**config.mk**
```make
export PLATFORM = sky130hd
export DESIGN_NAME = uart_rx_buffer
export DESIGN_NICKNAME = d
export VERILOG_FILES = /design/src/rtl/uart_rxq_pkg.sv /design/src/rtl/rxq_datapath.sv /design/src/rtl/rxq_control.sv /design/src/rtl/uart_rx_buffer.sv
export SDC_FILE = /design/constraint.sdc
export NUM_CORES = 1
export LEC_CHECK = 0
export BUFFER_PORTS_ARGS = -buffer_cell sky130_fd_sc_hd__buf_2
export CAP_MARGIN = 20
export CELL_PAD_IN_SITES_DETAIL_PLACEMENT = 0
export CELL_PAD_IN_SITES_GLOBAL_PLACEMENT = 1
export CORE_ASPECT_RATIO = 1.2
export CORE_MARGIN = 2
export CORE_UTILIZATION = 48
export DETAILED_ROUTE_END_ITERATION = 10
export HOLD_SLACK_MARGIN = 0.12
export PLACE_DENSITY = 0.89
export SLEW_MARGIN = 20
export SYNTH_ARGS = -nofsm -noshare
export SYNTH_HDL_FRONTEND = slang
export SYNTH_SLANG_ARGS = --single-unit
export TNS_END_PERCENT = 30
```
**constraint.sdc**
```tcl
create_clock -name clk -period 5 [get_ports clk]
set_clock_uncertainty 0.05 [all_clocks]
set_input_delay 0.25 -clock clk [delete_from_list [all_inputs] [get_ports clk]]
set_output_delay 0.25 -clock clk [all_outputs]
set_load 0.05 [all_outputs]
```
**src/rtl/uart_rxq_pkg.sv**
```systemverilog
package uart_rxq_pkg;
  localparam int BYTE_W = 8;

  // Strobes from the control to the storage datapath, valid for one cycle
  typedef struct packed {
    logic              push;      // append wrByte to the queue
    logic              pop;       // drop the oldest entry
    logic              flush;     // empty the queue
    logic              holdLoad;  // load wrByte into the holding register
    logic [BYTE_W-1:0] wrByte;
  } rxqStrobe_t;
endpackage

```
**src/rtl/rxq_datapath.sv**
```systemverilog
module rxq_datapath
  import uart_rxq_pkg::*;
#(
  parameter int DEPTH = 16
) (
  input  logic                         clk,
  input  logic                         rstN,
  input  rxqStrobe_t                   stb,
  input  logic                         fifoOn,
  output logic [$clog2(DEPTH):0]       count,
  output logic                         full,
  output logic [BYTE_W-1:0]            headByte
);
  localparam int PTR_W = $clog2(DEPTH);
  localparam int CNT_W = PTR_W + 1;

  logic [BYTE_W-1:0] entry [DEPTH];
  logic [PTR_W-1:0]  wrPtr, rdPtr;
  logic [CNT_W-1:0]  cnt;
  logic [BYTE_W-1:0] holdReg;

  function automatic logic [PTR_W-1:0] bump(input logic [PTR_W-1:0] p);
    return (p == PTR_W'(DEPTH - 1)) ? '0 : p + 1'b1;
  endfunction

  for (genvar i = 0; i < DEPTH; i++) begin : g_entry
    always_ff @(posedge clk or negedge rstN) begin
      if (!rstN) entry[i] <= '0;
      else if (stb.push && wrPtr == PTR_W'(i)) entry[i] <= stb.wrByte;
    end
  end

  always_ff @(posedge clk or negedge rstN) begin
    if (!rstN) begin
      wrPtr <= '0;
      rdPtr <= '0;
      cnt   <= '0;
    end else if (stb.flush) begin
      wrPtr <= '0;
      rdPtr <= '0;
      cnt   <= '0;
    end else begin
      if (stb.push) wrPtr <= bump(wrPtr);
      if (stb.pop)  rdPtr <= bump(rdPtr);
      cnt <= cnt + CNT_W'(stb.push) - CNT_W'(stb.pop);
    end
  end

  always_ff @(posedge clk or negedge rstN) begin
    if (!rstN)             holdReg <= '0;
    else if (stb.holdLoad) holdReg <= stb.wrByte;
  end

  assign count    = cnt;
  assign full     = (cnt == CNT_W'(DEPTH));
  assign headByte = !fifoOn ? holdReg : ((cnt == '0) ? '0 : entry[rdPtr]);
endmodule

```
**src/rtl/rxq_control.sv**
```systemverilog
module rxq_control
  import uart_rxq_pkg::*;
#(
  parameter int DEPTH           = 16,
  parameter int DIV_W           = 16,
  parameter int ZERO_DIV_PERIOD = 33
) (
  input  logic                   clk,
  input  logic                   rstN,
  input  logic                   rxValid,
  input  logic [BYTE_W-1:0]      rxData,
  input  logic                   rxBreak,
  input  logic                   rdEn,
  input  logic                   statusAck,
  input  logic                   cfgWr,
  input  logic [7:0]             cfgData,
  input  logic [3:0]             frameCfg,
  input  logic [DIV_W-1:0]       bitPeriod,
  input  logic [$clog2(DEPTH):0] count,
  input  logic                   full,
  output rxqStrobe_t             stb,
  output logic                   fifoOn,
  output logic [3:0]             statusVec,
  output logic [$clog2(DEPTH):0] trigLevel
);
  localparam int CNT_W = $clog2(DEPTH) + 1;
  localparam int TMO_W = DIV_W + 6;

  logic             fifoOnQ, drQ, brkQ, ovrQ, tmoPendQ, tmoRunQ;
  logic [1:0]       trigSelQ;
  logic [TMO_W-1:0] tmoCntQ;

  logic flush, incoming, pop, push, ovrSet, readEmpties, brkClr, restart, expire;
  logic [CNT_W-1:0] countAfter;
  logic [3:0]       frameBits;
  logic [DIV_W-1:0] periodEff;
  logic [TMO_W-1:0] quadChar;

  always_comb begin
    flush      = cfgWr && (cfgData[1] || (cfgData[0] != fifoOnQ));
    incoming   = (rxValid || rxBreak) && !flush;
    pop        = rdEn && !flush && fifoOnQ && (count != '0);
    push       = fifoOnQ && incoming && (!full || pop);
    ovrSet     = incoming && (fifoOnQ ? (full && !pop) : (drQ && !rdEn));
    countAfter = count + CNT_W'(push) - CNT_W'(pop);
    readEmpties = rdEn && !flush && (fifoOnQ ? (countAfter == '0) : !incoming);
    brkClr     = statusAck || (rdEn && !flush && (!fifoOnQ || countAfter == '0));
    restart    = fifoOnQ && !flush && (incoming || (pop && countAfter != '0));
    expire     = tmoRunQ && (tmoCntQ == '0) && !restart;

    frameBits = 4'd7 + {2'b00, frameCfg[1:0]} + {3'b000, frameCfg[3]} + {3'b000, frameCfg[2]};
    periodEff = (bitPeriod == '0) ? DIV_W'(ZERO_DIV_PERIOD) : bitPeriod;
    quadChar  = TMO_W'({frameBits, 2'b00}) * TMO_W'(periodEff);

    stb.push     = push;
    stb.pop      = pop;
    stb.flush    = flush;
    stb.holdLoad = !fifoOnQ && incoming;
    stb.wrByte   = rxBreak ? '0 : rxData;
  end

  always_ff @(posedge clk or negedge rstN) begin
    if (!rstN) begin
      fifoOnQ  <= 1'b0;
      trigSelQ <= 2'b00;
    end else if (cfgWr) begin
      fifoOnQ  <= cfgData[0];
      trigSelQ <= cfgData[7:6];
    end
  end

  always_ff @(posedge clk or negedge rstN) begin
    if (!rstN) begin
      drQ  <= 1'b0;
      brkQ <= 1'b0;
      ovrQ <= 1'b0;
    end else begin
      if (flush)            drQ <= 1'b0;
      else if (incoming)    drQ <= 1'b1;
      else if (readEmpties) drQ <= 1'b0;

      if (flush)                   brkQ <= 1'b0;
      else if (rxBreak)            brkQ <= 1'b1;
      else if (brkClr)             brkQ <= 1'b0;

      if (ovrSet)         ovrQ <= 1'b1;
      else if (statusAck) ovrQ <= 1'b0;
    end
  end

  always_ff @(posedge clk or negedge rstN) begin
    if (!rstN) begin
      tmoRunQ  <= 1'b0;
      tmoCntQ  <= '0;
      tmoPendQ <= 1'b0;
    end else begin
      if (flush) begin
        tmoRunQ <= 1'b0;
      end else if (restart) begin
        tmoRunQ <= 1'b1;
        tmoCntQ <= quadChar - 1'b1;
      end else if (tmoRunQ) begin
        if (tmoCntQ == '0) tmoRunQ <= 1'b0;
        else               tmoCntQ <= tmoCntQ - 1'b1;
      end

      if (flush)                    tmoPendQ <= 1'b0;
      else if (rdEn && fifoOnQ)     tmoPendQ <= 1'b0;
      else if (expire && count != '0) tmoPendQ <= 1'b1;
    end
  end

  always_comb begin
    case (trigSelQ)
      2'b00:   trigLevel = CNT_W'(1);
      2'b01:   trigLevel = CNT_W'(4);
      2'b10:   trigLevel = CNT_W'(8);
      default: trigLevel = CNT_W'(14);
    endcase
  end

  assign fifoOn    = fifoOnQ;
  assign statusVec = {tmoPendQ, brkQ, ovrQ, drQ};
endmodule

```
**src/rtl/uart_rx_buffer.sv**
```systemverilog
module uart_rx_buffer
  import uart_rxq_pkg::*;
#(
  parameter int DEPTH           = 16,
  parameter int DIV_W           = 16,
  parameter int ZERO_DIV_PERIOD = 33
) (
  input  logic                   clk,
  input  logic                   rstN,
  input  logic                   rxValid,
  input  logic [7:0]             rxData,
  input  logic                   rxBreak,
  input  logic                   rdEn,
  output logic [7:0]             rdData,
  input  logic                   statusAck,
  input  logic                   cfgWr,
  input  logic [7:0]             cfgData,
  input  logic [3:0]             frameCfg,
  input  logic [DIV_W-1:0]       bitPeriod,
  output logic [3:0]             statusVec,
  output logic [$clog2(DEPTH):0] fifoCount,
  output logic [$clog2(DEPTH):0] trigLevel
);
  rxqStrobe_t stb;
  logic       fifoOn;
  logic       full;

  rxq_control #(
    .DEPTH(DEPTH), .DIV_W(DIV_W), .ZERO_DIV_PERIOD(ZERO_DIV_PERIOD)
  ) u_ctl (
    .clk(clk), .rstN(rstN), .rxValid(rxValid), .rxData(rxData),
    .rxBreak(rxBreak), .rdEn(rdEn), .statusAck(statusAck), .cfgWr(cfgWr),
    .cfgData(cfgData), .frameCfg(frameCfg), .bitPeriod(bitPeriod),
    .count(fifoCount), .full(full), .stb(stb), .fifoOn(fifoOn),
    .statusVec(statusVec), .trigLevel(trigLevel)
  );

  rxq_datapath #(.DEPTH(DEPTH)) u_dp (
    .clk(clk), .rstN(rstN), .stb(stb), .fifoOn(fifoOn),
    .count(fifoCount), .full(full), .headByte(rdData)
  );
endmodule

```
==> impl_metrics.prom <==
# TYPE chip_impl_metric gauge
chip_impl_metric{name="tightestPinTransition",unit="ns"} 1.030
chip_impl_metric{name="mappedNetlistNets",unit=""} 1286
chip_impl_metric{name="gate_count_after_technology_mapping",unit=""} 1173
chip_impl_metric{name="max-slew-margin-rel",unit=""} 0.3094
chip_impl_info{name="family_with_the_most_delay_on_the_worst_path",value="adder cells"} 1
chip_impl_metric{name="fmaxAchievable",unit="MHz"} 203.1
chip_impl_metric{name="post-route-drc-count",unit=""} 0
chip_impl_metric{name="cts_inserted_buffers",unit=""} 17
chip_impl_metric{name="antenna_violations_before_repair",unit=""} 6
chip_impl_metric{name="globalplace.congestion",unit=""} 0.8346
chip_impl_metric{name="maxSlewViolCount",unit=""} 0
chip_impl_metric{name="power_per_cell_area",unit="nW/um^2"} 482.2
chip_impl_metric{name="portBuffers",unit=""} 59
chip_impl_metric{name="clk-insertion-delay-late",unit="ns"} 0.43
chip_impl_metric{name="grt.overflow.total",unit=""} 0
chip_impl_metric{name="period_minus_slack",unit="ns"} 4.924
chip_impl_info{name="synthTopCellsByCount",value="sky130_fd_sc_hd__dfrtp_1 (179), sky130_fd_sc_hd__nand2_1 (177), sky130_fd_sc_hd__o21ai_0 (140)"} 1
chip_impl_metric{name="worstPathBufferInverterCount",unit=""} 7
chip_impl_metric{name="synth_xor_area_frac",unit=""} 0.03371
chip_impl_metric{name="first_global_vias",unit=""} 9073
chip_impl_metric{name="vias",unit=""} 8676
chip_impl_metric{name="synthAdderAreaFrac",unit=""} 0.09857
chip_impl_metric{name="ant_nets",unit=""} 0
chip_impl_metric{name="worst_hold_slack",unit="ns"} 0.1920
chip_impl_metric{name="mappedNetlistArea",unit="um^2"} 11170
chip_impl_metric{name="viasPerCell",unit=""} 5.274
chip_impl_metric{name="worst-path-max-fanout",unit=""} 6
chip_impl_metric{name="fin_setup_tns",unit="ns"} 0
chip_impl_metric{name="finalHoldViolations",unit=""} 0
chip_impl_info{name="outcome",value="finished, final reports clean"} 1
chip_impl_info{name="tritoncts",value="built"} 1
chip_impl_metric{name="core",unit="um^2"} 23050
chip_impl_info{name="min_path_type",value="in2reg"} 1
chip_impl_metric{name="htreeDepth",unit=""} 4
chip_impl_metric{name="maxCapViolations",unit=""} 0
chip_impl_metric{name="totalWireLength",unit="um"} 26030
chip_impl_info{name="ys.flop_type",value="sky130_fd_sc_hd__dfrtp_1"} 1
chip_impl_metric{name="async_sr_flop_fraction",unit=""} 1.000
chip_impl_metric{name="hpwlAfterDp",unit="um"} 19010
chip_impl_metric{name="worst-endpoint-arrival",unit="ns"} 5.23
chip_impl_metric{name="power.ir.vdd_worst",unit="mV"} 0.2537
chip_impl_info{name="rsz0062_at_grt",value="yes"} 1
chip_impl_info{name="crit_path_start_kind",value="primary input"} 1
chip_impl_metric{name="crit_path_max_incr_delay",unit="ns"} 0.52
chip_impl_metric{name="yosys.area.top_type_share",unit=""} 0.4010
chip_impl_metric{name="synth_compound_area_frac",unit=""} 0.1383
chip_impl_metric{name="post_synth.cell_area_avg",unit="um^2"} 9.523
chip_impl_metric{name="design_power_total",unit="mW"} 6.538
chip_impl_metric{name="timing.final.setup_violations",unit=""} 0
chip_impl_metric{name="fp-row-count",unit=""} 61
chip_impl_info{name="timing.setup.critical_path_class",value="in2reg"} 1
chip_impl_metric{name="die_width",unit="um"} 143.3
chip_impl_metric{name="synthesis.yosys.warnings",unit=""} 0
chip_impl_info{name="critPathCaptureType",value="flop"} 1
chip_impl_metric{name="initial_utilization",unit=""} 0.4846
chip_impl_metric{name="regArea",unit="um^2"} 4481
chip_impl_metric{name="simple_gate_area_share_of_the_yosys_netlist",unit=""} 0.1728
chip_impl_metric{name="synth-edff-count",unit=""} 0
chip_impl_info{name="yosys.cell_count.top_type",value="sky130_fd_sc_hd__dfrtp_1"} 1
chip_impl_metric{name="floorplan.die.height",unit="um"} 171.1
chip_impl_info{name="cts_root_buffer",value="sky130_fd_sc_hd__clkbuf_16"} 1
chip_impl_metric{name="io_pins",unit=""} 65
chip_impl_metric{name="maximum_number_of_pins_on_one_net_before_global_route_repair",unit=""} 118
chip_impl_metric{name="p_leak",unit="nW"} 6.065
chip_impl_metric{name="ctsLongestPathBuffers",unit=""} 2
chip_impl_metric{name="finish.net_count",unit=""} 1426
chip_impl_metric{name="drt_first_iter_violations",unit=""} 370
chip_impl_metric{name="final_core_utilization",unit=""} 0.5883
chip_impl_info{name="cp_cell_sequence",value="buf_4, inv_12, ha_4, inv_2, ha_4, fa_2, xnor2_4, buf_6, nand2_2, fa_1, inv_1, fa_1, inv_1, fa_2, nand2b_4, a21oi_4, buf_6, o21a_1, o221ai_2, or4_4, or2_4, or4_4, o211ai_2"} 1
chip_impl_metric{name="muxShareOfSynthArea",unit=""} 0.09532
chip_impl_metric{name="die_area",unit="um^2"} 24510
chip_impl_metric{name="grt_first_pass_wirelength",unit="um"} 43890
chip_impl_metric{name="area_delta_synth_final",unit="%"} 21.38
chip_impl_metric{name="clk_transition_reported_paths",unit="ns"} 0.07
chip_impl_metric{name="multi_input_comb_area",unit="um^2"} 6324
chip_impl_metric{name="drive_above_1_share",unit=""} 0.2421
chip_impl_metric{name="critical_path_required",unit="ns"} 5.31
chip_impl_metric{name="synth_cell_type_count",unit=""} 77
chip_impl_metric{name="detail_route.wl_per_cell",unit="um"} 15.82
chip_impl_info{name="synth.top_cells.by_area",value="sky130_fd_sc_hd__dfrtp_1 (40%), sky130_fd_sc_hd__mux4_2 (8.1%), sky130_fd_sc_hd__o21ai_0 (6.3%), sky130_fd_sc_hd__nand2_1 (5.9%), sky130_fd_sc_hd__fa_1 (5.4%)"} 1
chip_impl_info{name="dominant_combinational_cell_family_by_area_after_synthesis",value="simple AND/OR/NAND/NOR gates"} 1
chip_impl_metric{name="layout_worst_path_cycle_share",unit=""} 0.9849
chip_impl_metric{name="groute.usage.overall",unit=""} 0.2249
chip_impl_info{name="critical-path-slowest-cell",value="sky130_fd_sc_hd__fa_1"} 1
chip_impl_metric{name="ys_seq_elements",unit=""} 179
chip_impl_metric{name="yosysSeqAreaShare",unit=""} 0.4010
chip_impl_metric{name="count_of_filler_cells_inserted_in_the_layout",unit=""} 2039
chip_impl_metric{name="cts_num_sinks",unit=""} 179
chip_impl_info{name="synth.largest_area_cell",value="sky130_fd_sc_hd__dfrtp_1"} 1
chip_impl_metric{name="detailedRoute.firstPassIterationCount",unit=""} 4
logic make-up (layout without fill, tap and decap cells):
kind of cell | count (synthesis) | in the layout
adder cells (fa/ha/maj) | 70 | 70
buffers and inverters | 165 | 318
flip-flops | 179 | 179
other | 1 | 5
XOR/XNOR | 43 | 43
AO/OA/AOI/OAI | 258 | 258
multiplexers | 56 | 56
AND/OR/NAND/NOR | 401 | 401
layer usage:
| layer | up-vias | GRT usage | routed length [um] | share of wire |
|---|---|---|---|---|
| li1 | 4315 | - | - | - |
| met2 | 127 | 0.4217 | 14050 | 0.54 |
| met4 | 4 | 0.06351 | 337 | 0.013 |
| met3 | 27 | 0.03498 | 768 | 0.030 |
| met5 | - | 0 | 26 | 0.0010 |
| met1 | 4203 | 0.2652 | 10850 | 0.42 |
power breakdown:
group	total [mW]	internal, mW	leakage [nW]	switching (mW)
registers	1.88	1.69	2.39	0.197
clock network	1.48	0.894	0.319	0.582
logic	3.18	1.51	3.35	1.67
total	6.54	4.09	6.07	2.44
sequential cells by signal, indices dropped and copies added (netlist names):
name and flops:
u_dp.count 5, u_ctl.tmoRunQ 1, u_ctl.ovrQ 1, u_dp.wrPtr 4, u_ctl.brkQ 1, u_dp.holdReg 8
u_ctl.tmoCntQ 22, u_ctl.drQ 1, u_ctl.tmoPendQ 1, u_ctl.fifoOn 1, u_ctl.trigSelQ 2, u_dp.entry 128
u_dp.rdPtr 4
stage by stage:
step	area (um^2)	std cells	setup WS, ns
finish	13560	1645	0.07552
detailed placement	12550	1594	-0.5480
global placement	12550	1594	-0.4833
floorplan	11320	1173	-0.3380
CTS	13360	1637	0.01725
global route	13560	1644	-0.09687
cell type report:
| class | count | area share |
|---|---|---|
| Sequential cell | 179 | 0.3304 |
| Antenna cell | 4 | 0.0007382 |
| Timing Repair Buffer | 187 | 0.09643 |
| Tap cell | 315 | 0.02907 |
| Clock inverter | 15 | 0.01689 |
| Inverter | 99 | 0.02870 |
| Clock buffer | 17 | 0.03137 |
| Multi-Input combinational cell | 829 | 0.4664 |
worst reg2reg max path, delay by kind of cell, from the launching register on:
kind / cells / cell delay, ns
simple gates: 6 / 1.60
compound gates: 5 / 0.82
fa+ha+maj: 3 / 0.78
buf+inv: 2 / 0.41
flops: 1 / 0.40
xor+xnor: 1 / 0.21
cell usage in the layout (no fill, tap or decap), drive strengths merged, types with 5 or more instances in the layout:
cell         instances
a21o                 5
a21oi               36
a31oi                8
and2                32
and3                 6
buf                176
bufinv               5
clkbuf              18
clkinv               5
dfrtp              179
dlygate4sd3         10
fa                  30
ha                  40
inv                103
mux2i               13
mux4                40
nand2              178
nand2b              12
nand3               24
nand4               10
nor2                53
nor2b               20
nor3                23
nor4                12
o211ai              11
o21a                13
o21ai              142
o22ai                8
or2                  7
or3                  6
xnor2               28
xor2                15
worst paths after layout:
path / start / cells after the start / slack (ns) / to
hold / removal: rxBreak / 3 / 0.19 / u_ctl.brkQ
setup reg to reg: u_dp.count[2] / 17 / 0.63 / u_ctl.tmoPendQ
setup / recovery: frameCfg[0] / 23 / 0.08 / u_ctl.tmoCntQ[21]
max in group asynchronous: rstN / 3 / 3.42 / u_dp.entry[23]
min in group asynchronous: rstN / 2 / 0.45 / u_dp.entry[122]
hold reg to reg: u_dp.entry[18] / 2 / 0.43 / u_dp.entry[18]
repair_timing:
item | in CTS | in global routing
setup endpoints to repair | 3 | 4
hold endpoints to repair | 122 | 0
buffers inserted | 1 | 4
resized for setup | 11 | 30
hold buffers | 10 | 0
pin swaps | 7 | 24
Note: power is estimated with default switching activity, not from simulation.
